### config.mk
export PLATFORM = sky130hd
export DESIGN_NAME = bus_err_status
export DESIGN_NICKNAME = d
export VERILOG_FILES = /design/src/rtl/bsr_pkg.sv /design/src/rtl/bsr_clear_mask.sv /design/src/rtl/bsr_sticky_bit.sv /design/src/rtl/bus_err_status.sv
export SDC_FILE = /design/constraint.sdc
export NUM_CORES = 1
export LEC_CHECK = 0
export ABC_AREA = 1
export CORE_UTILIZATION = 26
export CTS_BUF_LIST = sky130_fd_sc_hd__clkbuf_16
export CTS_CLUSTER_SIZE = 20
export DETAILED_ROUTE_END_ITERATION = 10
export GPL_ROUTABILITY_DRIVEN = 0
export PLACE_DENSITY = 0.83
export SLEW_MARGIN = 20
export SYNTH_ARGS = -nofsm -noshare
export SYNTH_HDL_FRONTEND = slang
export SYNTH_SLANG_ARGS = --single-unit
### constraint.sdc
create_clock -name clk -period 1.1 [get_ports clk]
set_input_delay 0.275 -clock clk [delete_from_list [all_inputs] [get_ports clk]]
set_output_delay 0.275 -clock clk [all_outputs]
set_load 0.01 [all_outputs]
### src/rtl/bsr_pkg.sv
package bsr_pkg;

    localparam int unsigned REG_W     = 16;
    localparam int unsigned LANE_W    = 8;
    localparam int unsigned LANES     = REG_W / LANE_W;
    localparam int unsigned NUM_FLAGS = 5;

    // flag index -> bit position in the status word
    localparam int unsigned FLAG_DPE = 0;
    localparam int unsigned FLAG_SSE = 1;
    localparam int unsigned FLAG_RMA = 2;
    localparam int unsigned FLAG_RTA = 3;
    localparam int unsigned FLAG_DPR = 4;

    localparam int unsigned FLAG_POS [NUM_FLAGS] = '{15, 14, 13, 12, 8};

    localparam int unsigned CAP_BIT    = 4;
    localparam int unsigned DEVSEL_LSB = 9;

    function automatic logic [REG_W-1:0] flag_mask();
        logic [REG_W-1:0] m;
        m = '0;
        for (int i = 0; i < NUM_FLAGS; i++) begin
            m[FLAG_POS[i]] = 1'b1;
        end
        return m;
    endfunction

endpackage

### src/rtl/bsr_clear_mask.sv
module bsr_clear_mask #(
    parameter int unsigned W      = 16,
    parameter int unsigned LANE_W = 8,
    localparam int unsigned LANES = W / LANE_W
) (
    input  logic             wr_en,
    input  logic [LANES-1:0] wr_be,
    input  logic [W-1:0]     wr_data,
    output logic [W-1:0]     clr_mask
);

    for (genvar l = 0; l < LANES; l++) begin : g_lane
        assign clr_mask[l*LANE_W +: LANE_W] =
            (wr_en && wr_be[l]) ? wr_data[l*LANE_W +: LANE_W] : '0;
    end

endmodule

### src/rtl/bsr_sticky_bit.sv
module bsr_sticky_bit (
    input  logic clk,
    input  logic rst_n,
    input  logic set_i,
    input  logic clr_i,
    output logic q_o
);

    // set has priority over clear so that an event is never dropped
    always_ff @(posedge clk or negedge rst_n) begin
        if (!rst_n) begin
            q_o <= 1'b0;
        end else if (set_i) begin
            q_o <= 1'b1;
        end else if (clr_i) begin
            q_o <= 1'b0;
        end
    end

endmodule

### src/rtl/bus_err_status.sv
module bus_err_status
    import bsr_pkg::*;
#(
    parameter logic [1:0] DEVSEL_TIMING = 2'b00
) (
    input  logic             clk,
    input  logic             rst_n,
    input  logic             ev_par_det,
    input  logic             ev_serr,
    input  logic             ev_mabort,
    input  logic             ev_special,
    input  logic             ev_tabort,
    input  logic             ev_mst_par,
    input  logic             perr_resp_en,
    input  logic             wr_en,
    input  logic [LANES-1:0] wr_be,
    input  logic [REG_W-1:0] wr_data,
    output logic [REG_W-1:0] rd_data
);

    localparam logic [REG_W-1:0] FLAG_MASK = flag_mask();

    logic [NUM_FLAGS-1:0] set_vec;
    logic [NUM_FLAGS-1:0] flag_q;
    logic [REG_W-1:0]     clr_mask;
    logic                 unused_clr_bits;

    always_comb begin
        set_vec           = '0;
        set_vec[FLAG_DPE] = ev_par_det;
        set_vec[FLAG_SSE] = ev_serr;
        set_vec[FLAG_RMA] = ev_mabort & ~ev_special;
        set_vec[FLAG_RTA] = ev_tabort;
        set_vec[FLAG_DPR] = ev_mst_par & perr_resp_en;
    end

    bsr_clear_mask #(
        .W      (REG_W),
        .LANE_W (LANE_W)
    ) u_clr (
        .wr_en    (wr_en),
        .wr_be    (wr_be),
        .wr_data  (wr_data),
        .clr_mask (clr_mask)
    );

    // clear bits of hardwired positions are dropped here
    assign unused_clr_bits = ^(clr_mask & ~FLAG_MASK);

    for (genvar g = 0; g < NUM_FLAGS; g++) begin : g_flag
        bsr_sticky_bit u_bit (
            .clk   (clk),
            .rst_n (rst_n),
            .set_i (set_vec[g]),
            .clr_i (clr_mask[FLAG_POS[g]]),
            .q_o   (flag_q[g])
        );
    end

    always_comb begin
        rd_data                       = '0;
        rd_data[CAP_BIT]              = 1'b1;
        rd_data[DEVSEL_LSB +: 2]      = DEVSEL_TIMING;
        for (int i = 0; i < NUM_FLAGS; i++) begin
            rd_data[FLAG_POS[i]] = flag_q[i];
        end
    end

endmodule

==> out/qor.yml, run 1 <==
outcome:
  status: "completed"
clocking:
  clk_pin_slew_worst_paths_ns: 0.03
  post-cts-setup-buffer-count: 0
  cts_root_buffer: "clkbuf_16"
  holdBufCountCts: 0
  clk_latency_ns: 0.23
  cts.sinks: 5
  cts_max_level: 1
  cts_tree: "yes"
  max-clock-path-buffers: 2
  cts-buffers-inserted: 3
final_layout:
  top_regs: "g_flag.u_bit.q_o: 5 flops"
  final_common_cell: "clkdlybuf4s50_1"
  num-nets-final: 90
  final_util_pct: 45.3
  antenna_cells: 0
  largest_register: "g_flag.u_bit.q_o"
  area_growth_pct: 55.2
  largest_register_ffs: 5
  n_fill_cell: 120
  final_cells: 75
  drive_gt1_share_pct: 14.8
  final_cell_mix: "clkdlybuf4s50_1, nand2_1, conb_1, nand3_1, dfrtp_1"
pwr:
  p_total_mw: 0.917
  p_leak_nw: 0.269
  power.density_nw_per_um2: 1750
  peakVddDrop_mv: 0.706
global_routing:
  met2_usage_pct: 16.5
  grt_pass1_wl_um: 890
  grtUsageTotal_pct: 9.68
  top_usage_layer: "met2"
  gr-total-overflow: 0
  first_global_vias: 262
  grt_antenna_before_repair: 0
  grt_max_degree: 6
  grt_use_met3_pct: 5.23
  grtUsageMet1_pct: 7.97
critical_path:
  startpoint_type: "flop"
  cp.arrival_ns: 0.73
  critical_path.endpoint_type: "primary output"
  crit_fanout: 2
  crit_path_top_delay_cell: "dfrtp_1"
  path_class: "reg -> out"
  critPathMaxStageDelay_ns: 0.36
  required_ns: 0.82
  critical-path-top-delay-family: "flip-flops"
  path_buf_inv: 1
  cp_cell_sequence: "buf_2"
die:
  start_util_pct: 29.2
  die_w_um: 38.0
  fp.dieH_um: 38.0
  std_cell_rows: 12
  ios: 44
  die-area_um2: 1450
  core-area_um2: 1160
route:
  drc: 0
  vias: 264
  drtIter0Drc: 3
  routed_wirelength_um: 565
  first_pass_iters: 4
  vias_per_cell: 3.52
  wl_per_cell_um: 7.53
  antenna_left: 0
timing:
  fmax_ghz: 0.995
  setup_viol: 0
  holdWs_ns: 0.266
  finalSetupTns_ns: 0
  min_period_ns: 1.00
  min_period_over_period_pct: 91.3
  slew_viol_final: 0
  grt_setup_unrepaired: "false"
  fin_skew_ns: 0
  finalHoldViolations: 0
placement:
  io_buffers: 20
  dp_cells: 71
  dpl.hpwl_um: 456
yosys:
  yosysTopAreaCellShare_pct: 37.0
  synth.area.top_cells: "dfrtp_1, buf_4, nand2_1"
  synth_top_area_cell: "dfrtp_1"
  yosysSeqAreaShare_pct: 37.0
  synth.distinct_cells: 6
  yosys_warnings: 0
  avgSynthCellArea_um2: 7.68
  ys_ff_latch: 5
  syn_inst: 44
  synth_area_um2: 338
min_path:
  hp-class: "in -> async"
flow_run:
  cap_violations: 0
## power breakdown
part	leakage [nW]	switching (mW)	internal [mW]
sequential	0.0494	0.00638	0.199
combinational	0.179	0.0543	0.0654
clock	0.0409	0.117	0.475
## cells by family after synthesis
| group | Yosys count | synth area share, % |
|---|---|---|
| other | 2 | 2.22 |
| buffers and inverters | 20 | 40.0 |
| DFF | 5 | 37.0 |
| and+or+nand+nor | 17 | 20.7 |
## metal layers
metal / part of all wire (%) / vias up
met3: 14 / 0
met5: 0 / -
met4: 0 / 0
li1: - / 140
met1: 41 / 103
met2: 45 / 21
## per-stage QoR
step	area [um^2]	setup WS [ns]
after floorplan	372	0.339
after global placement	469	-0.0430
after detailed placement	469	-0.0556
final	524	0.0952
after global routing	524	0.0658
after CTS	546	0.00241
## cell usage after synthesis
cell,instances
nand2_1,12
nand3_1,5
dfrtp_1,5
buf_4,16
inv_1,4
conb_1,2
## final cells by class
cell class,count,area [um^2],area share [%]
Tap cell,14,17.5,3.34
Multi-Input combinational cell,28,111,21.2
Sequential cell,5,125,23.9
Clock inverter,1,5.00,0.955
Clock buffer,3,75.1,14.3
Timing Repair Buffer,20,175,33.4
Inverter,4,15.0,2.86
## final timing paths
kind / start / endpoint / slack [ns] / depth (start not counted)
max reg2reg: g_flag[1].u_bit.q_o / g_flag[1].u_bit.q_o / 0.51 / 2
min in group clk: g_flag[3].u_bit.q_o / g_flag[3].u_bit.q_o / 0.46 / 2
max in group asynchronous: rst_n / g_flag[2].u_bit.q_o / 0.65 / 1
max: g_flag[1].u_bit.q_o / rd_data[14] / 0.1 / 1
min reg2reg: g_flag[3].u_bit.q_o / g_flag[3].u_bit.q_o / 0.46 / 2
min: rst_n / g_flag[4].u_bit.q_o / 0.27 / 1
## what timing repair did
action	in CTS	in global routing
endpoints found under the hold margin	0	0
endpoints found under the setup margin	5	4
resized for setup	13	4
gates cloned	0	0
(Power assumes the default switching activity.)
==> run 2, diff against run 1 <==
Settings changed: CTS_BUF_LIST sky130_fd_sc_hd__clkbuf_16 to unset, TNS_END_PERCENT set to 5.
==> out/qor.yml, run 2 (same netlist as run 1, synthesis figures left out) <==
critical_path:
  cp_cell_sequence: "buf_2"
  required_ns: 0.82  # about the same
  cp.depth: 1  # unchanged
  crit_path_top_delay_cell: "dfrtp_1"
  cp.arrival_ns: 0.75  # +0.02 ns
  rrSetupSlack_ns: 0.51  # about the same
  r2r-start: "g_flag[1].u_bit.q_o"
  startpoint_type: "flop"
  rr_worst_depth: 2  # unchanged
  r2r_end: "g_flag[1].u_bit.q_o"
  critical_path.endpoint_type: "primary output"
  path_buf_inv: 1  # unchanged
  crit_fanout: 2  # unchanged
  path_class: "reg -> out"
  critPathMaxStageDelay_ns: 0.37  # about the same
  critical-path-top-delay-family: "flip-flops"
timing:
  holdWs_ns: 0.245  # -0.0211 ns
  finalSetupTns_ns: 0  # unchanged
  finalHoldViolations: 0  # unchanged
  fin_ws_ns: 0.0759  # -0.0193 ns
  slew_viol_final: 0  # unchanged
  min_period_over_period_pct: 93.1  # +1.8 points
  fmax_ghz: 0.976  # -1.9%
  min_period_ns: 1.02  # +0.0193 ns
  fin_skew_ns: 0  # unchanged
  grt_setup_unrepaired: "false"
  setup_viol: 0  # unchanged
clocking:
  clk_latency_ns: 0.24  # about the same
  cts.sinks: 5  # unchanged
  max-clock-path-buffers: 2  # unchanged
  clk_pin_slew_worst_paths_ns: 0.05  # +0.02 ns
  post-cts-setup-buffer-count: 0  # unchanged
  cts_root_buffer: "clkbuf_4"
  cts-buffers-inserted: 3  # unchanged
  holdBufCountCts: 0  # unchanged
  cts_max_level: 1  # unchanged
  cts_tree: "yes"
flow_run:
  cap_violations: 0  # unchanged
global_routing:
  first_global_vias: 243  # -7.3%
  gr-total-overflow: 0  # unchanged
  grt_antenna_before_repair: 0  # unchanged
  grt_max_degree: 6  # unchanged
  grtUsageTotal_pct: 8.70  # -0.98 points
  grt_pass1_wl_um: 786  # -12%
placement:
  io_buffers: 20  # unchanged
  dpl.hpwl_um: 456  # unchanged
  place_ws_ns: -0.0556  # unchanged
route:
  drtIter0Drc: 3  # unchanged
  vias_per_cell: 3.55  # +0.76%
  vias: 266  # +0.76%
  first_pass_iters: 2  # -2
  wl_per_cell_um: 7.19  # -4.6%
  routed_wirelength_um: 539  # -4.6%
  drc: 0  # unchanged
  antenna_left: 0  # unchanged
die:
  fp.dieH_um: 38.0  # unchanged
  die-area_um2: 1450  # unchanged
  die_w_um: 38.0  # unchanged
  start_util_pct: 29.2  # unchanged
  std_cell_rows: 12  # unchanged
  core-area_um2: 1160  # unchanged
  ios: 44  # unchanged
pwr:
  peakVddDrop_mv: 0.344  # -51%
  power.density_nw_per_um2: 1130  # -35%
  p_leak_nw: 0.243  # -9.6%
final_layout:
  largest_register_ffs: 5  # unchanged
  final_common_cell: "clkdlybuf4s50_1"
  top_regs: "g_flag.u_bit.q_o: 5 flops"
  num-nets-final: 90  # unchanged
  largest_register: "g_flag.u_bit.q_o"
  antenna_cells: 0  # unchanged
  drive_gt1_share_pct: 14.8  # unchanged
  final_cell_mix: "clkdlybuf4s50_1, nand2_1, conb_1"
  area_growth_pct: 39.6
min_path:
  hp-class: "in -> async"
outcome:
  status: "completed"
-- run 2: changes by cell type in the layout (fill, tap and decap cells not counted) --
| cell | change |
|---|---|
| clkbuf_16 | -3 |
| clkbuf_4 | +3 |
| buf_2 | +3 |
| clkbuf_2 | -3 |
-- run 2: per-layer routing --
layer,global-route usage [%],wire length (um),vias to the layer above
met2,14.8,245,23
li1,-,-,140
met4,8.04,0,0
met1,6.52,206,103
met3,5.23,87,0
met5,0,0,-
-- run 2: where the power goes --
group / leakage (nW) / total, mW / switching (mW) / internal (mW)
Combinational: 0.176 / 0.120 / 0.0542 / 0.0656
Clock: 0.0177 / 0.210 / 0.0782 / 0.132
Sequential: 0.0494 / 0.204 / 0.00576 / 0.199
Total: 0.243 / 0.534 / 0.138 / 0.396
-- run 2: how the worst max path moves through the flow --
| stage | from | to | slack, ns |
|---|---|---|---|
| after floorplan | g_flag[3].u_bit.q_o | rd_data[12] | 0.34 |
| after global placement | wr_en | g_flag[2].u_bit.q_o | -0.04 |
| after detailed placement | wr_en | g_flag[1].u_bit.q_o | -0.06 |
| after CTS | g_flag[4].u_bit.q_o | rd_data[8] | -0.02 |
| after global routing | g_flag[4].u_bit.q_o | rd_data[8] | 0.03 |
| final | g_flag[4].u_bit.q_o | rd_data[8] | 0.08 |
-- run 2: repair_timing --
item                                    CTS  global route
gates resized for setup                  19             1
pin swaps                                 0             0
endpoints found under the setup margin    5             1
-- run 2: metrics by stage --
stage | util, % | total power [mW] | std cells | cell area [um^2]
after floorplan | - | 0.300 | 53 | 372
after global placement | 40.6 | 0.341 | 71 | 469
after detailed placement | 40.6 | 0.342 | 71 | 469
after CTS | 41.3 | 0.552 | 75 | 478
after global routing | 40.8 | 0.572 | 75 | 472
final | 40.8 | 0.534 | 75 | 472
-- run 2: final cells by class --
cell class                 instances  area [um^2]
tap                               14         17.5
clock buffer                       3         22.5
multi-input combinational         28          111
inverter                           4         15.0
timing repair buffer              20          175
clock inverter                     1         5.00
fill                             125          684
sequential                         5          125
